===== src/rtl/esr_pkg.sv =====
package esr_pkg;

   typedef enum logic [2:0] {
      CMD_CLR_STAT   = 3'd0,
      CMD_SOFT_RST   = 3'd1,
      CMD_ERS_RESUME = 3'd2,
      CMD_PGM_RESUME = 3'd3,
      CMD_RD_STAT    = 3'd4,
      CMD_ERS_SUSP   = 3'd5,
      CMD_PGM_SUSP   = 3'd6,
      CMD_NONE       = 3'd7
   } esr_cmd_e;

   // Field order follows the status word: ready is bit 7, cont is bit 0.
   typedef struct packed {
      logic ready;
      logic esusp;
      logic efail;
      logic pfail;
      logic wbabort;
      logic psusp;
      logic lockerr;
      logic cont;
   } esr_bits_t;

   localparam int STAT_LOW_W = 8;
   localparam esr_bits_t ESR_RESET = 8'h80;

endpackage


===== src/rtl/esr_op_track.sv =====
module esr_op_track
   import esr_pkg::*;
#(
   parameter int SECTOR_W = 8
) (
   input  logic                clk,
   input  logic                rst_n,
   input  logic                warm_rst,
   input  logic                eng_start,
   input  logic                eng_start_erase,
   input  logic [SECTOR_W-1:0] eng_sector,
   input  logic                eng_done,
   input  logic                eng_susp_ack,
   input  logic                cmd_ers_susp,
   input  logic                cmd_pgm_susp,
   input  logic                cmd_ers_res,
   input  logic                cmd_pgm_res,
   input  logic                ready_q,
   input  logic                esusp_q,
   input  logic                psusp_q,
   output logic                cur_erase,
   output logic [SECTOR_W-1:0] susp_sector,
   output logic                susp_pend,
   output logic                susp_grant,
   output logic                ers_res_ok,
   output logic                pgm_res_ok
);

   logic [SECTOR_W-1:0] cur_sector;

   assign susp_grant = eng_susp_ack && susp_pend;
   assign ers_res_ok = cmd_ers_res && esusp_q;
   assign pgm_res_ok = cmd_pgm_res && psusp_q;

   always_ff @(posedge clk or negedge rst_n) begin
      if (!rst_n) begin
         cur_erase   <= 1'b0;
         cur_sector  <= '0;
         susp_sector <= '0;
         susp_pend   <= 1'b0;
      end else if (warm_rst) begin
         cur_erase   <= 1'b0;
         cur_sector  <= '0;
         susp_sector <= '0;
         susp_pend   <= 1'b0;
      end else begin
         if (eng_start) begin
            cur_erase  <= eng_start_erase;
            cur_sector <= eng_sector;
            susp_pend  <= 1'b0;
         end
         if (eng_done) susp_pend <= 1'b0;
         if (cmd_ers_susp && !ready_q && cur_erase) susp_pend <= 1'b1;
         if (cmd_pgm_susp && !ready_q && !cur_erase) susp_pend <= 1'b1;
         if (susp_grant) begin
            susp_pend <= 1'b0;
            if (cur_erase) susp_sector <= cur_sector;
         end
         if (ers_res_ok) begin
            cur_erase  <= 1'b1;
            cur_sector <= susp_sector;
         end
         if (pgm_res_ok) cur_erase <= 1'b0;
      end
   end

   // a granted suspension leaves nothing pending
   p_grant_clears_pend_r6: assert property (@(posedge clk) disable iff (!rst_n)
      susp_grant && !cmd_ers_susp && !cmd_pgm_susp |=> !susp_pend);

   // erase resume makes the suspended sector current again
   p_resume_restores_r7: assert property (@(posedge clk) disable iff (!rst_n)
      ers_res_ok && !eng_start && !warm_rst |=> cur_erase && cur_sector == $past(susp_sector));

endmodule


===== src/rtl/esr_bits.sv =====
module esr_bits
   import esr_pkg::*;
#(
   parameter int SECTOR_W = 8
) (
   input  logic                clk,
   input  logic                rst_n,
   input  logic                warm_rst,
   input  logic                eng_start,
   input  logic                eng_done,
   input  logic                eng_fail,
   input  logic                eng_wb_abort,
   input  logic                eng_lock_err,
   input  logic                cur_erase,
   input  logic                susp_grant,
   input  logic                ers_res_ok,
   input  logic                pgm_res_ok,
   input  logic                prog_req,
   input  logic [SECTOR_W-1:0] prog_sector,
   input  logic [SECTOR_W-1:0] susp_sector,
   input  logic                cont_hit,
   input  logic                clr_results,
   output esr_bits_t           st
);

   logic conflict;
   assign conflict = prog_req && st.esusp && (prog_sector == susp_sector);

   always_ff @(posedge clk or negedge rst_n) begin
      if (!rst_n) begin
         st <= ESR_RESET;
      end else if (warm_rst) begin
         st <= ESR_RESET;
      end else begin
         if (eng_done) begin
            st.ready   <= 1'b1;
            st.lockerr <= eng_lock_err;
            if (cur_erase) begin
               st.efail <= eng_fail;
            end else begin
               st.pfail   <= eng_fail;
               st.wbabort <= eng_wb_abort;
            end
         end
         if (eng_start) st.ready <= 1'b0;
         if (susp_grant) begin
            st.ready <= 1'b1;
            if (cur_erase) st.esusp <= 1'b1;
            else           st.psusp <= 1'b1;
         end
         if (ers_res_ok) begin
            st.esusp <= 1'b0;
            st.ready <= 1'b0;
         end
         if (pgm_res_ok) begin
            st.psusp <= 1'b0;
            st.ready <= 1'b0;
         end
         if (conflict) st.pfail <= 1'b1;
         if (cont_hit) st.cont <= 1'b1;
         if (clr_results) begin
            st.efail   <= 1'b0;
            st.pfail   <= 1'b0;
            st.wbabort <= 1'b0;
            st.lockerr <= 1'b0;
         end
      end
   end

   p_warm_reset_r1: assert property (@(posedge clk) disable iff (!rst_n)
      warm_rst |=> st == ESR_RESET);

   p_start_busy_r2: assert property (@(posedge clk) disable iff (!rst_n)
      eng_start && !eng_done && !susp_grant && !warm_rst |=> !st.ready);

   p_clear_results_r4: assert property (@(posedge clk) disable iff (!rst_n)
      clr_results |=> !st.efail && !st.pfail && !st.wbabort && !st.lockerr);

   // shares the clear path; the kept bits must not move
   p_clear_keeps_r5: assert property (@(posedge clk) disable iff (!rst_n)
      clr_results && !warm_rst && !eng_start && !eng_done && !susp_grant && !ers_res_ok
      && !pgm_res_ok && !cont_hit |=> $stable(st.ready) && $stable(st.esusp) && $stable(st.psusp));

   p_conflict_fail_r8: assert property (@(posedge clk) disable iff (!rst_n)
      conflict && !clr_results && !warm_rst |=> st.pfail);

   p_cont_sticky_r9: assert property (@(posedge clk) disable iff (!rst_n)
      st.cont && !warm_rst |=> st.cont);

endmodule


===== src/rtl/esr_read_port.sv =====
module esr_read_port
   import esr_pkg::*;
#(
   parameter int SECTOR_W        = 8,
   parameter int DATA_W          = 16,
   parameter bit MASK_WHILE_BUSY = 1'b1
) (
   input  logic                clk,
   input  logic                rst_n,
   input  logic                warm_rst,
   input  logic                cmd_valid,
   input  logic                cmd_rd_stat,
   input  logic [SECTOR_W-1:0] cmd_sector,
   input  logic                rd_en,
   input  logic [SECTOR_W-1:0] rd_sector,
   input  logic [DATA_W-1:0]   array_data,
   input  esr_bits_t           st,
   output logic                rd_valid,
   output logic [DATA_W-1:0]   rd_data
);

   localparam int RSVD_W = DATA_W - STAT_LOW_W;

   logic                armed;
   logic [SECTOR_W-1:0] arm_sector;
   logic                hit;
   logic [DATA_W-1:0]   stat_word;

   assign hit = rd_en && armed && (rd_sector == arm_sector);

   generate
      if (MASK_WHILE_BUSY) begin : g_mask
         assign stat_word = st.ready ? {{RSVD_W{1'b0}}, st} : '0;

         p_busy_mask_r3: assert property (@(posedge clk) disable iff (!rst_n)
            hit && !st.ready && !warm_rst |=> rd_data == '0);
      end else begin : g_raw
         assign stat_word = {{RSVD_W{1'b0}}, st};
      end
   endgenerate

   always_ff @(posedge clk or negedge rst_n) begin
      if (!rst_n) begin
         armed      <= 1'b0;
         arm_sector <= '0;
         rd_valid   <= 1'b0;
         rd_data    <= '0;
      end else if (warm_rst) begin
         armed      <= 1'b0;
         arm_sector <= '0;
         rd_valid   <= 1'b0;
         rd_data    <= '0;
      end else begin
         if (cmd_valid || rd_en) armed <= cmd_rd_stat;
         if (cmd_rd_stat) arm_sector <= cmd_sector;
         rd_valid <= rd_en;
         if (rd_en) rd_data <= hit ? stat_word : array_data;
      end
   end

   p_array_path_r10: assert property (@(posedge clk) disable iff (!rst_n)
      rd_en && !armed && !warm_rst |=> rd_data == $past(array_data));

   p_reserved_zero_r3: assert property (@(posedge clk) disable iff (!rst_n)
      hit && !warm_rst |=> rd_data[DATA_W-1:STAT_LOW_W] == '0);

   p_valid_follows_r10: assert property (@(posedge clk) disable iff (!rst_n)
      !warm_rst |=> rd_valid == $past(rd_en));

endmodule


===== src/rtl/esr_status_top.sv =====
module esr_status_top
   import esr_pkg::*;
#(
   parameter int SECTOR_W        = 8,
   parameter int DATA_W          = 16,
   parameter bit MASK_WHILE_BUSY = 1'b1
) (
   input  logic                clk,
   input  logic                rst_n,
   input  logic                warm_rst,
   input  logic                eng_start,
   input  logic                eng_start_erase,
   input  logic [SECTOR_W-1:0] eng_sector,
   input  logic                eng_done,
   input  logic                eng_fail,
   input  logic                eng_wb_abort,
   input  logic                eng_lock_err,
   input  logic                eng_susp_ack,
   input  logic                cont_hit,
   input  logic                cmd_valid,
   input  logic [2:0]          cmd_code,
   input  logic [SECTOR_W-1:0] cmd_sector,
   input  logic                prog_req,
   input  logic [SECTOR_W-1:0] prog_sector,
   input  logic                rd_en,
   input  logic [SECTOR_W-1:0] rd_sector,
   input  logic [DATA_W-1:0]   array_data,
   output logic                rd_valid,
   output logic [DATA_W-1:0]   rd_data
);

   generate
      if (DATA_W < 16) begin : g_bad_data_w
         $error("esr_status_top: DATA_W must be at least 16");
      end
      if (SECTOR_W < 1) begin : g_bad_sector_w
         $error("esr_status_top: SECTOR_W must be at least 1");
      end
   endgenerate

   esr_cmd_e  cmd;
   logic      c_clr, c_srst, c_eres, c_pres, c_rd, c_esus, c_psus;
   esr_bits_t st;
   logic      cur_erase, susp_pend, susp_grant, ers_res_ok, pgm_res_ok;
   logic [SECTOR_W-1:0] susp_sector;

   assign cmd    = esr_cmd_e'(cmd_code);
   assign c_clr  = cmd_valid && (cmd == CMD_CLR_STAT);
   assign c_srst = cmd_valid && (cmd == CMD_SOFT_RST);
   assign c_eres = cmd_valid && (cmd == CMD_ERS_RESUME);
   assign c_pres = cmd_valid && (cmd == CMD_PGM_RESUME);
   assign c_rd   = cmd_valid && (cmd == CMD_RD_STAT);
   assign c_esus = cmd_valid && (cmd == CMD_ERS_SUSP);
   assign c_psus = cmd_valid && (cmd == CMD_PGM_SUSP);

   esr_op_track #(.SECTOR_W(SECTOR_W)) u_track (
      .clk(clk), .rst_n(rst_n), .warm_rst(warm_rst),
      .eng_start(eng_start), .eng_start_erase(eng_start_erase), .eng_sector(eng_sector),
      .eng_done(eng_done), .eng_susp_ack(eng_susp_ack),
      .cmd_ers_susp(c_esus), .cmd_pgm_susp(c_psus),
      .cmd_ers_res(c_eres), .cmd_pgm_res(c_pres),
      .ready_q(st.ready), .esusp_q(st.esusp), .psusp_q(st.psusp),
      .cur_erase(cur_erase), .susp_sector(susp_sector), .susp_pend(susp_pend),
      .susp_grant(susp_grant), .ers_res_ok(ers_res_ok), .pgm_res_ok(pgm_res_ok)
   );

   esr_bits #(.SECTOR_W(SECTOR_W)) u_bits (
      .clk(clk), .rst_n(rst_n), .warm_rst(warm_rst),
      .eng_start(eng_start), .eng_done(eng_done), .eng_fail(eng_fail),
      .eng_wb_abort(eng_wb_abort), .eng_lock_err(eng_lock_err),
      .cur_erase(cur_erase), .susp_grant(susp_grant),
      .ers_res_ok(ers_res_ok), .pgm_res_ok(pgm_res_ok),
      .prog_req(prog_req), .prog_sector(prog_sector), .susp_sector(susp_sector),
      .cont_hit(cont_hit), .clr_results(c_clr || c_srst), .st(st)
   );

   esr_read_port #(.SECTOR_W(SECTOR_W), .DATA_W(DATA_W), .MASK_WHILE_BUSY(MASK_WHILE_BUSY)) u_rd (
      .clk(clk), .rst_n(rst_n), .warm_rst(warm_rst),
      .cmd_valid(cmd_valid), .cmd_rd_stat(c_rd), .cmd_sector(cmd_sector),
      .rd_en(rd_en), .rd_sector(rd_sector), .array_data(array_data),
      .st(st), .rd_valid(rd_valid), .rd_data(rd_data)
   );

   p_susp_wait_r6: assert property (@(posedge clk) disable iff (!rst_n)
      susp_pend && !eng_susp_ack && !eng_done && !warm_rst |=> !st.ready);

   p_cmd_onehot: assert property (@(posedge clk) disable iff (!rst_n)
      $onehot0({c_clr, c_srst, c_eres, c_pres, c_rd, c_esus, c_psus}));

endmodule


===== config.mk =====
export PLATFORM = sky130hd
export DESIGN_NAME = esr_status_top
export DESIGN_NICKNAME = d
export VERILOG_FILES = /design/src/rtl/esr_pkg.sv /design/src/rtl/esr_op_track.sv /design/src/rtl/esr_bits.sv /design/src/rtl/esr_read_port.sv /design/src/rtl/esr_status_top.sv
export SDC_FILE = /design/constraint.sdc
export NUM_CORES = 1
export LEC_CHECK = 0
export BUFFER_PORTS_ARGS = -buffer_cell sky130_fd_sc_hd__buf_2
export CAP_MARGIN = 20
export CELL_PAD_IN_SITES_DETAIL_PLACEMENT = 0
export CELL_PAD_IN_SITES_GLOBAL_PLACEMENT = 1
export CORE_MARGIN = 3
export CORE_UTILIZATION = 34
export DETAILED_ROUTE_END_ITERATION = 7
export PLACE_DENSITY_LB_ADDON = 0.1
export SLEW_MARGIN = 20
export SYNTH_ARGS = -nofsm -noshare
export SYNTH_HDL_FRONTEND = slang
export SYNTH_SLANG_ARGS = --single-unit

===== constraint.sdc =====
create_clock -name clk -period 1.7 [get_ports clk]
set_clock_uncertainty 0.2 [all_clocks]
set_input_delay 0.085 -clock clk [delete_from_list [all_inputs] [get_ports clk]]
set_output_delay 0.085 -clock clk [all_outputs]
set_load 0.05 [all_outputs]

==> impl_results.md, run 1 <==
- Crit-path max FO: 9
- Clock latency on the worst-skew pair: 320 ps
- IR drop worst, VDD: 0.3478 mV
- Die area: 8815 sq um
- Via Count: 2438
- CP arrival: 1860 ps
- Crit-path cells: xor2_1 > nor4_4 > buf_6 > a31oi_4 > a221o_1
- Share of cells above drive strength 1: 0.3111
- Syn nets: 330
- Clock period minus worst slack: 1848 ps
- Final wirelength: 7336 microns
- Warnings, synthesis: 0
- Status: finished, violations left
- CTS tree: yes
- Net Sw Power: 0.0007922 W
- FF-to-FF path depth: 5
- FILL cells: 719
- Max incr delay on CP: 400 ps
- Final Setup Violations: 16
- Post-synthesis sequential area ratio: 0.4960
- Drt drc: 0
- Post-Syn Area: 2626 sq um
- Violated checks: setup timing
- # clock sinks: 52
- Dpl hpwl: 5090 microns
- Total GRT Usage: 0.1746
- CTS Buf Count: 5
- Measured slew at the worst slew-check pin: 588.3 ps
- Max Freq: 541.1 MHz
- Post-DRT Antenna Nets: 0
- Core footprint: 7370 sq um
- Nature of the critical path endpoint: register
- Post-Place Cells: 448
- DRT iter0 DRCs: 132
- CP max-delay cell: dfrtp_1
- Slew HR: 0.6064
- Clk root buf: clkbuf_8
- LEAKAGE: 1.845 nW
- Post-Synthesis Cells: 265
- Boundary Pins: 82
- Power per cell area: 682.5 nW/um^2
- Global-route track usage on met3: 0.03606
- Critical path launch point type: register
- H-tree Lvls: 2
- Cell Int Power: 0.001842 W
- FF/Latch Area: 1303 sq um
- Drt pass-1 iters: 4
- Maximum root-to-sink buffer count: 2
- Row cnt: 31
- Nets: 469
- Routing usage on met1: 0.2434
- Critical path class: reg2reg
- Unique cell type count in the Yosys netlist: 38
- RSZ-0062 raised after global routing: yes
- DP Area: 3246 sq um
- Largest net degree at the start of global routing: 39
- Max-cap violations: 0
- Buf/Inv on CP: 1
- Setup Fix Bufs, Post-CTS: 0
- Met2 Usage GRT: 0.2791
- Starting Density: 0.3564
- Final instance area: 3859 sq um
- Hold Path Stages: 5
- Global route hottest layer: met2
- HP Class: in2reg
- Multi-input gate area: 1294 sq um
- Mean Syn Cell Area: 9.910 sq um
- Die width: 93.89 microns
- Cell depth of the worst setup path: 5
- Port bufs: 81
- N_diodes: 0
- Setup TNS: -1245 ps
- Avg WL per Cell: 14.56 microns
- Required time of the critical path: 1710 ps
- Area Growth Syn to Fin: 46.93%
- Setup ws final: -148.1 ps
- Final Hold Viols: 0
- Overall power: 0.002634 W
- Sequential share of power: 0.502
- Fin cells: 504
- Final cycle utilization of the critical path: 1.087
- Hold WS: 15.64 ps
- RD Place Congestion: 0.7724
- Critical path's top delay family: compound AO/OA/AOI/OAI gates
- Vias in the first global route: 2379
- Vias per inst: 4.837
- Initial antenna violation count: 0
- Switching share of total power: 0.3008
- Flop and latch count out of synthesis: 52
- Clock-pin slew on the worst setup and hold paths: 110 ps
- Grt total ovfl: 0
- Chip height: 93.89 microns
- Combinational cell fraction of total power: 0.212
- Clock power share: 0.286
- Fin. max-slew vios: 0
- First-pass GRT wire length: 11960 microns
==> registers in the layout (all words and copies together), names as in the netlist <==
name and flops:
u_rd.armed 1, u_track.cur_erase 1, u_rd.arm_sector 8, u_bits.st 8, u_track.cur_sector 8, u_rd.rd_data 16, u_track.susp_pend 1, u_rd.rd_valid 1
u_track.susp_sector 8
==> power by group through the flow <==
stage | logic, W | registers [W] | clock network, W
floorplan | 0.000166 | 0.00144 | 0
global placement | 0.000463 | 0.00134 | 0
detailed placement | 0.000463 | 0.00135 | 0
CTS | 0.000561 | 0.00132 | 0.000790
global route | 0.000607 | 0.00133 | 0.000835
finish | 0.000558 | 0.00132 | 0.000754
==> kinds of logic (layout without fill, tap and decap cells) <==
logic type,Yosys count,after routing,synth area share
multiplexers,12,12,0.04574
XOR/XNOR,16,16,0.05336
AND/OR/NAND/NOR,95,95,0.1767
buffers and inverters,16,155,0.02811
flip-flops,52,52,0.4960
AO/OA/AOI/OAI,74,75,0.2001
==> worst paths after layout <==
check                                   start  slack [ps]                end
max                        u_rd.arm_sector[5]        -150    u_rd.rd_data[7]
min in group asynchronous               rst_n         110    u_rd.rd_data[7]
min reg2reg                   u_rd.rd_data[9]         320    u_rd.rd_data[9]
max in group asynchronous               rst_n         770      u_rd.rd_valid
max reg2reg                u_rd.arm_sector[5]        -150    u_rd.rd_data[7]
min                               cmd_code[1]          20  u_track.susp_pend
==> placed cells by master (no fill, tap or decap), types with 4 or more instances in the layout <==
cell type / n
dlygate4sd3_1: 47
a22o_2: 8
buf_4: 15
a311o_1: 7
buf_2: 81
and3_1: 4
o311ai_1: 6
nand2b_1: 10
clkbuf_8: 5
a21oi_1: 34
nand2_1: 45
dfrtp_1: 51
a211oi_1: 8
xor2_1: 12
mux2i_1: 12
nor2_1: 19
==> synthesized netlist by cell type (all sizes together) <==
library cell / instances / area (sq um)
a221oi: 1 / 8.760
and2: 3 / 18.77
nand2: 45 / 168.9
nor4: 2 / 27.53
nand2b: 10 / 62.56
a21oi: 34 / 170.2
nor3: 2 / 15.01
dfrtp: 51 / 1276
a221o: 1 / 10.01
o21bai: 1 / 7.510
a311o: 7 / 70.07
a31oi: 1 / 21.27
nor3b: 1 / 12.51
o22ai: 1 / 6.260
clkbuf: 9 / 33.78
o21ai: 3 / 15.01
nor2: 19 / 71.32
and3: 4 / 25.02
and3b: 1 / 8.760
xor2: 14 / 122.6
inv: 1 / 3.750
dfstp: 1 / 26.28
nor2b: 2 / 12.51
mux2i: 12 / 120.1
o311ai: 7 / 61.31
xnor2: 2 / 17.52
or3b: 2 / 17.52
nand3: 3 / 15.01
a22o: 8 / 80.08
buf: 6 / 36.29
a211oi: 8 / 60.06
nand4b: 1 / 8.760
a21o: 2 / 15.01
==> worst reg2reg max path, cell delays in order (launching register included) <==
cell	delay (ps)
dfrtp_1	400
xor2_1	190
nor4_4	310
buf_6	190
a31oi_4	130
a221o_1	330
==> repair_timing <==
| action | CTS | global route |
|---|---|---|
| hold buffers | 47 | 0 |
| setup endpoints to repair | 16 | 23 |
| gates cloned | 1 | 0 |
| pin swaps | 2 | 0 |
| gates resized for setup | 11 | 2 |
| endpoints found under the hold margin | 95 | 0 |
==> metal layers <==
metal	wire, microns	share of wire	up-vias
li1	-	-	1226
met1	3543	0.48	1149
met2	3409	0.46	58
met3	327	0.045	5
met4	57	0.0078	0
met5	0	0	-
==> metrics by stage <==
stage	worst slack, ps	util
finish	-148.1	0.5236
global placement	-148.7	0.4404
CTS	-170.6	0.5222
detailed placement	-191.2	0.4404
floorplan	-132.0	-
global route	-230.5	0.5236
==> layout make-up <==
cell class	instances	area share
clock buffer	5	0.01783
clock inverter	3	0.006809
inverter	1	0.0009728
multi-input combinational	198	0.3353
sequential	52	0.3375
tap	99	0.03210
timing repair buffer	146	0.2695
(Power assumes the default switching activity.)
==> run 2: changes to the inputs <==
--- a/config.mk
+++ b/config.mk
@@ -12,7 +12,7 @@
 export CORE_MARGIN = 3
 export CORE_UTILIZATION = 34
 export DETAILED_ROUTE_END_ITERATION = 7
-export PLACE_DENSITY_LB_ADDON = 0.1
+export PLACE_DENSITY_LB_ADDON = 0.25
 export SLEW_MARGIN = 20
 export SYNTH_ARGS = -nofsm -noshare
 export SYNTH_HDL_FRONTEND = slang
==> impl_results.md, run 2 (synthesis results as in run 1) <==
- Clock-pin slew on the worst setup and hold paths: 100 ps (was 110 ps)
- Drt drc: 0 (unchanged)
- Die width: 93.89 microns (unchanged)
- Vias in the first global route: 2479 (was 2379)
- Area Growth Syn to Fin: 47.69% (was 46.93%)
- Maximum root-to-sink buffer count: 2 (unchanged)
- CTS Buf Count: 5 (unchanged)
- Avg WL per Cell: 14.76 microns (was 14.56 microns)
- Initial antenna violation count: 0 (unchanged)
- HP Class: in2reg (unchanged)
- Dpl hpwl: 4961 microns (was 5090 microns)
- Row cnt: 31 (unchanged)
- Total GRT Usage: 0.1741 (was 0.1746)
- Most frequent cells in the layout: buf_2 (81), dfrtp_1 (51), dlygate4sd3_1 (47) (unchanged)
- Required time of the critical path: 1700 ps (was 1710 ps)
- Max-cap violations: 0 (unchanged)
- Power per cell area: 669.7 nW/um^2 (was 682.5 nW/um^2)
- Most common cell after layout, fill and taps aside: buf_2 (unchanged)
- Final wirelength: 7425 microns (was 7336 microns)
- Core footprint: 7370 sq um (unchanged)
- LEAKAGE: 1.845 nW (about the same)
- Max incr delay on CP: 410 ps (was 400 ps)
- DRT iter0 DRCs: 66 (was 132)
- CP arrival: 1810 ps (was 1860 ps)
- Clk root buf: clkbuf_8 (unchanged)
- Measured slew at the worst slew-check pin: 552.8 ps (was 588.3 ps)
- Die area: 8815 sq um (unchanged)
- Clock period minus worst slack: 1812 ps (was 1848 ps)
- Crit-path cells: xor2_2 > nor4_4 > buf_6 > a31oi_4 > a221o_1 (was xor2_1 > nor4_4 > buf_6 > a31oi_4 > a221o_1)
- Util after Layout: 0.5263 (was 0.5236)
- Boundary Pins: 82 (unchanged)
- Critical path class: reg2reg (unchanged)
- RD Place Congestion: 0.7650 (was 0.7724)
- Starting Density: 0.3564 (unchanged)
- Max Freq: 551.8 MHz (was 541.1 MHz)
- Nature of the critical path endpoint: register (unchanged)
- Final Setup Violations: 16 (unchanged)
- Status: finished, violations left (unchanged)
- H-tree Lvls: 2 (unchanged)
- Final cycle utilization of the critical path: 1.066 (was 1.087)
- Largest net degree at the start of global routing: 39 (unchanged)
- First-pass GRT wire length: 12080 microns (was 11960 microns)
- IR drop worst, VDD: 0.2594 mV (was 0.3478 mV)
- # clock sinks: 52 (unchanged)
- Setup ws final: -112.4 ps (was -148.1 ps)
- Overall power: 0.002598 W (was 0.002634 W)
- Post-DRT Antenna Nets: 0 (unchanged)
- Final Hold Viols: 0 (unchanged)
- Biggest register: u_rd.rd_data (unchanged)
- N_diodes: 0 (unchanged)
- Share of cells above drive strength 1: 0.3193 (was 0.3111)
- Fin. max-slew vios: 0 (unchanged)
- Clock latency on the worst-skew pair: 310 ps (was 320 ps)
- Via Count: 2460 (was 2438)
- Max FFs per register: 16 (unchanged)
- Drt pass-1 iters: 4 (unchanged)
- Nets: 468 (was 469)
- CTS tree: yes (unchanged)
- RSZ-0062 raised after global routing: yes (unchanged)
- Port bufs: 81 (unchanged)
- Chip height: 93.89 microns (unchanged)
- Hold WS: 9.353 ps (was 15.64 ps)
- Critical path launch point type: register (unchanged)
- Grt total ovfl: 0 (unchanged)
- CP max-delay cell: dfrtp_1 (unchanged)
- Vias per inst: 4.891 (was 4.837)
- Violated checks: setup timing (unchanged)
- Crit-path max FO: 9 (unchanged)
- Slew HR: 0.6301 (was 0.6064)
-- run 2: changes by cell type in the layout (fill, tap and decap cells not counted), sizes merged --
cell	before	now
buf	99	98
clkbuf	5	6
clkinv	0	1
clkinvlp	2	1
inv	2	1
-- run 2: where the power goes --
part           switching, W  internal (W)  leakage (nW)  total, W
Combinational      0.000305      0.000254          1.11  0.000559
Sequential        0.0000328       0.00129         0.697   0.00132
Clock              0.000428      0.000289        0.0412  0.000717
-- run 2: metal layers --
metal,global-route usage,share of wire,vias up
li1,-,-,1215
met1,0.2389,0.47,1162
met2,0.2874,0.47,77
met3,0.03205,0.057,6
met4,0.03610,0.0085,0
met5,0,0,-
-- run 2: layout make-up --
class,count,area [sq um]
Clock buffer,6,72.57
Clock inverter,2,12.51
Fill cell,717,3491
Inverter,1,3.754
Multi-Input combinational cell,198,1319
Sequential cell,52,1303
Tap cell,99,123.9
Timing Repair Buffer,145,1045
-- run 2: timing repair --
item,4_1_cts,5_1_grt
endpoints found under the hold margin,95,0
buffers inserted,2,0
gates resized for setup,15,1
endpoints found under the setup margin,16,24
pin swaps,4,0
cloned,1,0
hold buffers,47,0
-- run 2: critical path, delay by kind of cell (launching register included) --
| kind | cells | cell delay [ps] |
|---|---|---|
| AOI/OAI and AO/OA | 2 | 440 |
| DFF | 1 | 410 |
| and+or+nand+nor | 1 | 300 |
| buffers and inverters | 1 | 190 |
| xor gates and xnor gates | 1 | 160 |
-- run 2: worst paths after layout --
path	start	endpoint	slack [ps]	cells past startpoint
max	u_rd.arm_sector[7]	u_rd.rd_data[7]	-110	5
min	prog_req	u_bits.st[4]	9	4
max reg2reg	u_rd.arm_sector[7]	u_rd.rd_data[7]	-110	5
min reg2reg	u_bits.st[0]	u_bits.st[0]	320	2
max in group asynchronous	rst_n	u_track.cur_sector[0]	720	3
min in group asynchronous	rst_n	u_rd.rd_valid	20	2
-- run 2: per-stage QoR --
stage	instance area (sq um)	setup WS, ps	std cells	setup TNS [ps]
2_1_floorplan	2626	-132.0	265	-1110
3_3_place_gp	3236	-138.9	445	-1179
6_report	3879	-112.4	503	-689.9
5_1_grt	3879	-219.8	503	-2455
3_5_place_dp	3236	-156.1	445	-1385
4_1_cts	3876	-125.4	503	-917.2
